`src/rtl/tpa_pkg.sv`:
```
package tpa_pkg;
   localparam int unsigned N_AXES = 2;
   localparam int unsigned AX_X = 0;
   localparam int unsigned AX_Y = 1;

   typedef enum logic [1:0] {
      VD_ACCEPT = 2'd0,
      VD_REJ_X  = 2'd1,
      VD_REJ_Y  = 2'd2
   } verdict_e;
endpackage

```
`src/rtl/tpa_axis_unit.sv`:
```
module tpa_axis_unit #(
   parameter int unsigned DATA_W = 12,
   parameter int unsigned THR_W  = 12
) (
   input  logic [DATA_W-1:0] rd_m,
   input  logic [DATA_W-1:0] rd_p,
   input  logic [THR_W-1:0]  thr,
   output logic              far,
   output logic [DATA_W-1:0] mean
);
   localparam int unsigned SUM_W = DATA_W + 1;

   logic [DATA_W-1:0] hi_rd;
   logic [DATA_W-1:0] lo_rd;
   logic [SUM_W-1:0]  lo_ext;
   logic [SUM_W-1:0]  hi_ext;
   logic [SUM_W-1:0]  limit;
   logic [SUM_W-1:0]  pair_sum;

   always_comb begin
      if (rd_p > rd_m) begin
         hi_rd = rd_p;
         lo_rd = rd_m;
      end else begin
         hi_rd = rd_m;
         lo_rd = rd_p;
      end
      lo_ext   = {1'b0, lo_rd};
      hi_ext   = {1'b0, hi_rd};
      limit    = lo_ext + SUM_W'(thr);
      far      = hi_ext > limit;
      pair_sum = {1'b0, rd_m} + {1'b0, rd_p};
      mean     = pair_sum[SUM_W-1:1];
   end
endmodule

```
`src/rtl/tpa_verdict.sv`:
```
module tpa_verdict
   import tpa_pkg::*;
(
   input  logic [N_AXES-1:0] far_vec,
   output verdict_e          verdict
);
   always_comb begin
      if (far_vec[AX_X])      verdict = VD_REJ_X;
      else if (far_vec[AX_Y]) verdict = VD_REJ_Y;
      else                    verdict = VD_ACCEPT;
   end
endmodule

```
`src/rtl/tpa_event_counter.sv`:
```
module tpa_event_counter #(
   parameter int unsigned CNT_W    = 16,
   parameter bit          SATURATE = 1'b1
) (
   input  logic             clk,
   input  logic             rst_n,
   input  logic             inc,
   output logic [CNT_W-1:0] count
);
   localparam logic [CNT_W-1:0] CNT_MAX = {CNT_W{1'b1}};

   logic step_ok;

   generate
      if (SATURATE) begin : g_sat
         assign step_ok = inc && (count != CNT_MAX);
      end else begin : g_wrap
         assign step_ok = inc;
      end
   endgenerate

   always_ff @(posedge clk) begin
      if (!rst_n)       count <= '0;
      else if (step_ok) count <= count + 1'b1;
   end
endmodule

```
`src/rtl/touch_pair_avg.sv`:
```
module touch_pair_avg
   import tpa_pkg::*;
#(
   parameter int unsigned DATA_W = 12,
   parameter int unsigned THR_W  = 12,
   parameter int unsigned CNT_W  = 16
) (
   input  logic              clk,
   input  logic              rst_n,
   input  logic              frame_vld,
   input  logic [DATA_W-1:0] rd_xm,
   input  logic [DATA_W-1:0] rd_xp,
   input  logic [DATA_W-1:0] rd_ym,
   input  logic [DATA_W-1:0] rd_yp,
   input  logic [DATA_W-1:0] rd_za,
   input  logic [DATA_W-1:0] rd_zb,
   input  logic [THR_W-1:0]  scatter_thr,
   output logic              pt_vld,
   output logic [DATA_W-1:0] pt_x,
   output logic [DATA_W-1:0] pt_y,
   output logic [DATA_W-1:0] pt_za,
   output logic [DATA_W-1:0] pt_zb,
   output logic [CNT_W-1:0]  drop_cnt
);
   initial begin
      assert (THR_W <= DATA_W) else $error("THR_W must not exceed DATA_W");
      assert (DATA_W >= 2)     else $error("DATA_W too small");
      assert (CNT_W >= 1)      else $error("CNT_W must be positive");
   end

   logic [DATA_W-1:0] rd_m_arr [N_AXES];
   logic [DATA_W-1:0] rd_p_arr [N_AXES];
   logic [DATA_W-1:0] mean_arr [N_AXES];
   logic [N_AXES-1:0] far_vec;
   verdict_e          verdict;
   logic              accept;
   logic              reject;
   logic              far_x;
   logic              far_y;

   assign rd_m_arr[AX_X] = rd_xm;
   assign rd_p_arr[AX_X] = rd_xp;
   assign rd_m_arr[AX_Y] = rd_ym;
   assign rd_p_arr[AX_Y] = rd_yp;

   generate
      for (genvar a = 0; a < N_AXES; a++) begin : g_axis
         tpa_axis_unit #(
            .DATA_W (DATA_W),
            .THR_W  (THR_W)
         ) i_axis (
            .rd_m (rd_m_arr[a]),
            .rd_p (rd_p_arr[a]),
            .thr  (scatter_thr),
            .far  (far_vec[a]),
            .mean (mean_arr[a])
         );
      end
   endgenerate

   assign far_x = far_vec[AX_X];
   assign far_y = far_vec[AX_Y];

   tpa_verdict i_verdict (
      .far_vec (far_vec),
      .verdict (verdict)
   );

   assign accept = frame_vld && (verdict == VD_ACCEPT);
   assign reject = frame_vld && (verdict != VD_ACCEPT);

   always_ff @(posedge clk) begin
      if (!rst_n) begin
         pt_vld <= 1'b0;
         pt_x   <= '0;
         pt_y   <= '0;
         pt_za  <= '0;
         pt_zb  <= '0;
      end else begin
         pt_vld <= accept;
         if (accept) begin
            pt_x  <= mean_arr[AX_X];
            pt_y  <= mean_arr[AX_Y];
            pt_za <= rd_za;
            pt_zb <= rd_zb;
         end
      end
   end

   tpa_event_counter #(
      .CNT_W    (CNT_W),
      .SATURATE (1'b1)
   ) i_drop_cnt (
      .clk   (clk),
      .rst_n (rst_n),
      .inc   (reject),
      .count (drop_cnt)
   );
endmodule

```
`config.mk`:
```
export PLATFORM = sky130hd
export DESIGN_NAME = touch_pair_avg
export DESIGN_NICKNAME = d
export VERILOG_FILES = /design/src/rtl/tpa_pkg.sv /design/src/rtl/tpa_axis_unit.sv /design/src/rtl/tpa_verdict.sv /design/src/rtl/tpa_event_counter.sv /design/src/rtl/touch_pair_avg.sv
export SDC_FILE = /design/constraint.sdc
export NUM_CORES = 1
export LEC_CHECK = 0
export ABC_AREA = 1
export CORE_MARGIN = 2
export CORE_UTILIZATION = 30
export CTS_CLUSTER_DIAMETER = 30
export DETAILED_ROUTE_END_ITERATION = 8
export SYNTH_ARGS = -nofsm -noshare
export SYNTH_HDL_FRONTEND = slang
export SYNTH_SLANG_ARGS = --single-unit
```
`constraint.sdc`:
```
create_clock -name clk -period 6.2 [get_ports clk]
set_clock_uncertainty 0.2 [all_clocks]
set_input_delay 1.24 -clock clk [delete_from_list [all_inputs] [get_ports clk]]
set_output_delay 1.24 -clock clk [all_outputs]
set_load 0.02 [all_outputs]
```
==> out/qor.yml, run 1 <==
layout:
  area_growth_pct: 48.1
  drive_gt1_share_pct: 12.7
  layout.nets: 1461
  n_fill_cell: 2205
  diodes: 0
timing:
  setup_violations: 0
  min_period_ns: 5.85
  min_period_over_period_pct: 94.4
  tightestPinTransition_ns: 0.969
  holdWs_ns: 0.262
  slew_violations: 0
  maxSlewHeadroom_pct: 35.3
  hold_violations: 0
  timing.fmax_mhz: 171
worst_setup_path:
  reg2reg_to: "i_drop_cnt.count[14]$_SDFFE_PN0P_"
  r2r_slack_ns: 3.99
  end_kind: "flop"
  worstSetupPathType: "input pin to flop"
  crit_path_max_incr_delay_ns: 0.50
  timing.rr.start: "i_drop_cnt.count[0]$_SDFFE_PN0P_"
  cp_max_fo: 16
  crit_path_top_delay_cell: "clkdlybuf4s50_1"
  r2r.worst_path.cells: 12
  path_common_cell: "nand3_1"
  startpoint_type: "input pin"
  cp.arrival_ns: 5.90
  critical_path_required_ns: 6.25
power:
  vdd_ir_drop_max_uv: 131
  p_leak_nw: 4.57
  power.density_nw_per_um2: 259
  power.total_mw: 2.50
worst_hold_path:
  holdPathStages: 2
  hold_end: "pt_za[2]$_SDFFE_PN0P_"
  worstHoldStart: "pt_za[2]$_SDFFE_PN0P_"
  worst_hold_path_type: "flop to flop"
detailed_routing:
  num_vias: 7186
  routed_wl_mm: 20.2
  drcViolationCount: 0
  dr.pass1.iters: 5
  routedWlPerCell_um: 13.0
  viasPerCell: 4.64
  drt_iter0_markers: 281
  final_antenna_net_count: 0
logic_synthesis:
  synth.yosys.seq_area_share_pct: 19.9
  synth_top_area_share_pct: 19.9
  synth_warnings: 0
  syn_area_um2: 6530
  netlist_instances: 1017
  yosys.cell_types.count: 33
  synth_area_leaders: "dfxtp_1 (20%), ha_1 (19%), nand2_1 (15%)"
  synth-seq-cells: 65
  synth_top_cell_by_area: "dfxtp_1"
  avgSynthCellArea_um2: 6.42
  synth_nets: 1209
cts:
  holdBufCountCts: 0
  htree_levels: 3
  cts_buffer_depth: 2
  numCtsBuffers: 9
  cts_sinks: 65
  clk-insertion-delay-late_ns: 0.33
  path_clk_slew_ns: 0.06
  cts_tree: "done"
  root_buffer: "clkbuf_16"
die:
  die-area_um2: 23000
  fp.dieW_um: 152
  fp-row-count: 53
  core_um2: 21200
  floorplan.initialDensity_pct: 30.8
  die_y_um: 152
  io_pins: 152
global_routing:
  grt_max_degree: 33
  grt_pass1_wl_mm: 32.1
  track_usage_pct: 17.3
  antenna_found_initial: 0
  grt-ovfl-total: 0
  grt_pass1_vias: 6703
placed_design:
  portBuffers: 151
  gp_congestion: 0.874
  hpwl_mm: 16.6
flow_run:
  cap_violations: 0
status:
  status: "completed"
## worst max-delay path by stage
stage                   start                     end  slack (ns)  depth (start not counted)
floorplan            rd_xm[9]    pt_y[2]$_SDFFE_PN0P_        0.62                         30
global placement     rd_xm[1]    pt_x[6]$_SDFFE_PN0P_       -0.13                         31
detailed placement   rd_xm[1]    pt_x[7]$_SDFFE_PN0P_       -0.27                         31
CTS                  rd_xm[1]   pt_zb[9]$_SDFFE_PN0P_        0.05                         31
global route        rd_xm[10]    pt_x[5]$_SDFFE_PN0P_       -0.03                         32
finish              rd_xm[10]  pt_za[11]$_SDFFE_PN0P_        0.35                         29
## state kept, by name, indices dropped and copies added, names as in the netlist
name,cells
pt_vld,1
pt_za,12
pt_zb,12
pt_x,12
pt_y,12
i_drop_cnt.count,16
## cells by family (layout without fill, tap and decap cells)
group,count (synthesis),after routing,share of synthesized area [%]
and+or+nand+nor,441,441,27.8
AOI/OAI and AO/OA,194,194,15.7
buffers and inverters,172,429,10.6
DFF,65,65,19.9
adders and majority gates,105,105,20.6
xor gates and xnor gates,40,40,5.37
## cells in the final DEF (no fill, tap or decap), drive strengths merged
cell / n
buf: 120
dfxtp: 65
a21boi: 1
fa: 4
o2111ai: 4
ha: 101
nand2: 257
a21oi: 122
nand4: 26
nand2b: 1
clkdlybuf4s50: 151
clkbuf: 13
xnor2: 9
nor3b: 1
and3: 1
a221oi: 1
o21ai: 53
a31oi: 2
o21a: 1
clkinv: 1
inv: 140
nor3: 17
o21bai: 8
nand3: 39
clkinvlp: 3
xor2: 31
a21o: 2
nand3b: 2
nor2: 97
bufinv: 1
## final cells by class
class	count	area, um^2	share of cell area, %
clock inverter	6	66.3	0.686
tap	275	344	3.56
multi-input combinational	780	4620	47.7
sequential	65	1300	13.5
inverter	139	522	5.40
clock buffer	10	239	2.47
timing repair buffer	274	2580	26.7
## routing by layer
metal | GRT usage (%) | vias to the layer above | part of all wire (%)
met3 | 2.13 | 17 | 4.7
met1 | 24.0 | 3198 | 49
met2 | 28.5 | 159 | 45
li1 | - | 3812 | -
met5 | 0 | - | 0
met4 | 4.26 | 0 | 1.4
## per-stage QoR
stage          area [um^2]  worst slack [ns]  TNS [ns]  util (%)  instances
6_report              9670             0.349         0      45.6       1549
3_5_place_dp          9170            -0.275    -12.60      43.2       1526
4_1_cts               9470            0.0454         0      44.6       1542
3_3_place_gp          9170            -0.133     -5.03      43.2       1526
2_1_floorplan         6530             0.625         0         -       1017
5_1_grt               9670           -0.0294    -0.264      45.6       1549
## repair_timing
action / in CTS / in global routing
setup buffers: 0 / 4
gates resized for setup: 0 / 31
setup endpoints to repair: 0 / 65
## power by group
part | switching, mW | internal (mW)
logic | 0.776 | 0.665
registers | 0.0430 | 0.497
clock network | 0.195 | 0.323
## critical path: cells and delay by family
family | cells | cell delay (ns)
simple gates | 15 | 1.72
buf+inv | 5 | 1.08
compound gates | 5 | 0.74
xor+xnor | 1 | 0.17
fa+ha+maj | 3 | 0.93
## synth_stat cells
| cell type | n |
|---|---|
| dfxtp_1 | 65 |
| ha_1 | 101 |
| nand2b_1 | 1 |
| clkbuf_1 | 15 |
| buf_2 | 12 |
| a31oi_1 | 2 |
| nor3_1 | 17 |
| nand2_1 | 256 |
| o2111ai_1 | 4 |
| o21ai_2 | 1 |
| o21ai_1 | 8 |
| inv_1 | 139 |
| xnor2_1 | 9 |
| o21bai_1 | 8 |
| a21oi_1 | 122 |
| buf_4 | 2 |
| and3_1 | 1 |
| o21a_1 | 1 |
| nor2_1 | 96 |
| a21boi_1 | 1 |
| a21o_1 | 2 |
| fa_1 | 4 |
| buf_1 | 1 |
| a221oi_1 | 1 |
| nand3_1 | 39 |
| xor2_1 | 31 |
| nor2_4 | 1 |
| buf_6 | 3 |
| nand4_1 | 26 |
| nor3b_1 | 1 |
| nand3b_1 | 2 |
| nand2_2 | 1 |
| o21ai_0 | 44 |
No activity file was read; power rests on OpenSTA's default activity.
==> run 2, diff against run 1 <==
--- a/config.mk
+++ b/config.mk
@@ -7,9 +7,10 @@
 export LEC_CHECK = 0
 export ABC_AREA = 1
 export CORE_MARGIN = 2
-export CORE_UTILIZATION = 30
+export CORE_UTILIZATION = 52
 export CTS_CLUSTER_DIAMETER = 30
 export DETAILED_ROUTE_END_ITERATION = 8
+export PLACE_DENSITY = 0.83
 export SYNTH_ARGS = -nofsm -noshare
 export SYNTH_HDL_FRONTEND = slang
 export SYNTH_SLANG_ARGS = --single-unit
==> run 2 against run 1 <==
  * Hold slack hardly changed
  * Critical path depth is 1 higher
  * First-iteration DRC count is 110% higher
  * Non-clock buffer count is 57 lower
  * Wire length is 8.0% lower
  * Register-to-register slack hardly changed
  * Sequential power hardly changed
==> out/qor.yml, run 2 (synthesis gave the netlist of run 1 again) <==
status:
  status: "completed"
global_routing:
  grt_util_met2_pct: 45.2  # +17 points
  grt-ovfl-total: 0  # unchanged
  globalRouteMet3Util_pct: 3.56  # +1.4 points
  track_usage_pct: 26.8  # +9.5 points
  antenna_found_initial: 0  # unchanged
  grt_max_degree: 50  # +52%
  gr-max-usage-layer: "met2"
  grt_pass1_wl_mm: 29.1  # -9.4%
  grt_pass1_vias: 6339  # -5.4%
  met1_usage_pct: 36.1  # +12 points
timing:
  min_period_ns: 6.07  # +0.216 ns
  holdWs_ns: 0.262  # -0.000200 ns
  slew_violations: 0  # unchanged
  maxSlewHeadroom_pct: 28.9  # -6.4 points
  tns_ns: 0  # unchanged
  min_period_over_period_pct: 97.9  # +3.5 points
  timing.fmax_mhz: 165  # -3.6%
  setup_violations: 0  # unchanged
  hold_violations: 0  # unchanged
  tightestPinTransition_ns: 1.06  # +0.0940 ns
detailed_routing:
  dr.pass1.iters: 5  # unchanged
  num_vias: 7102  # -1.2%
  final_antenna_net_count: 0  # unchanged
  drt_iter0_markers: 586  # +110%
  routedWlPerCell_um: 13.4  # +2.9%
  drcViolationCount: 0  # unchanged
  routed_wl_mm: 18.6  # -8.0%
  viasPerCell: 5.13  # +11%
cts:
  htree_levels: 3  # unchanged
  path_clk_slew_ns: 0.05  # about the same
  numCtsBuffers: 9  # unchanged
  root_buffer: "clkbuf_16"
  cts_sinks: 65  # unchanged
  cts_buffer_depth: 2  # unchanged
  cts_tree: "done"
  clk-insertion-delay-late_ns: 0.33  # about the same
placed_design:
  gp_congestion: 0.959  # +9.7%
  placed_cell_area_um2: 8590  # -6.3%
  portBuffers: 151  # unchanged
  hpwl_mm: 14.6  # -12%
layout:
  final_util_pct: 75.4  # +30 points
  postLayoutCellArea_um2: 9140  # -5.5%
  final_common_cell: "nand2_1"
  layout.nets: 1405  # -3.8%
  largest_register_ffs: 16  # unchanged
  final_cell_mix: "nand2_1 (251), clkdlybuf4s50_1 (151), inv_1 (139)"
  diodes: 0  # unchanged
  drive_gt1_share_pct: 9.12  # -3.6 points
  largest-register: "i_drop_cnt.count"
  area_growth_pct: 39.9
die:
  core_um2: 12100  # -43%
  fp.dieW_um: 116  # -23%
  die_y_um: 116  # -23%
  floorplan.initialDensity_pct: 53.9  # +23 points
  fp-row-count: 40  # -25%
  die-area_um2: 13500  # -41%
  io_pins: 152  # unchanged
power:
  p_leak_nw: 4.30  # -5.9%
  vdd_ir_drop_max_uv: 172  # +31%
  power.density_nw_per_um2: 263  # +1.9%
worst_setup_path:
  cp_max_fo: 18  # +2
  crit_path_max_incr_delay_ns: 0.50  # about the same
  worstSetupPathType: "input pin to flop"
  end_kind: "flop"
  crit_path_top_delay_cell: "clkdlybuf4s50_1"
  path_common_cell: "nand2_1"
  critical_path_required_ns: 6.26  # about the same
  cp.arrival_ns: 6.12  # +0.22 ns
  startpoint_type: "input pin"
flow_run:
  cap_violations: 0  # unchanged
worst_hold_path:
  worst_hold_path_type: "flop to flop"
run 2: cell types whose count changed in the layout (fill, tap and decap cells not counted), moves of 2 or more:
cell,change
ha_4,+3
ha_1,-5
buf_12,-2
buf_4,-56
buf_6,+2
ha_2,+2
clkinvlp_4,-3
o21ai_1,+2
nand2_2,+2
o21ai_0,-2
run 2: routing by layer:
layer	vias to the layer above	part of all wire [%]	wire length (um)
li1	3704	-	-
met2	243	47	8680
met5	-	0	0
met4	0	1.9	354
met3	27	5.5	1020
met1	3128	46	8520
run 2: final cells by class:
type                    count  area (um^2)
clock buffers              12          256
clock inverters             3         40.0
fillers                   960         2980
inverters                 139          522
multi-input cells         781         4690
flip-flops and latches     65         1300
well taps                 168          210
repair buffers            217         2120
run 2: critical path: cells and delay by family:
family | cells | cell delay [ns]
buf+inv | 5 | 1.08
compound gates | 6 | 0.97
xor+xnor | 1 | 0.13
simple gates | 15 | 1.67
fa+ha+maj | 3 | 1.00
run 2: path summary, 6_finish.rpt:
path         slack, ns                        startpoint                                end  depth (start not counted)
max               0.13                         rd_xm[11]             pt_zb[10]$_SDFFE_PN0P_                         30
min               0.26              pt_x[4]$_SDFFE_PN0P_               pt_x[4]$_SDFFE_PN0P_                          2
max reg2reg       4.00  i_drop_cnt.count[0]$_SDFFE_PN0P_  i_drop_cnt.count[14]$_SDFFE_PN0P_                         12
min reg2reg       0.26              pt_x[4]$_SDFFE_PN0P_               pt_x[4]$_SDFFE_PN0P_                          2
run 2: metrics by stage:
step / total power, mW / std cells / setup slack [ns]
after global placement: 1.79 / 1363 / -0.399
after floorplan: 1.36 / 1017 / 0.625
after CTS: 2.32 / 1378 / 0.0246
after detailed placement: 1.81 / 1363 / -0.429
final: 2.41 / 1385 / 0.133
after global routing: 2.59 / 1385 / -0.146
run 2: power by group:
group | switching [mW] | leakage [nW] | internal [mW]
registers | 0.0428 | 0.531 | 0.498
clock network | 0.173 | 0.148 | 0.329
logic | 0.758 | 3.62 | 0.607
total | 0.973 | 4.30 | 1.43
run 2: what timing repair did:
item / 4_1_cts / 5_1_grt
hold buffers: 0 / 0
setup endpoints to repair: 55 / 65
cloned: 0 / 3
gates resized for setup: 2 / 39
pin swaps: 0 / 14
setup buffers: 0 / 4
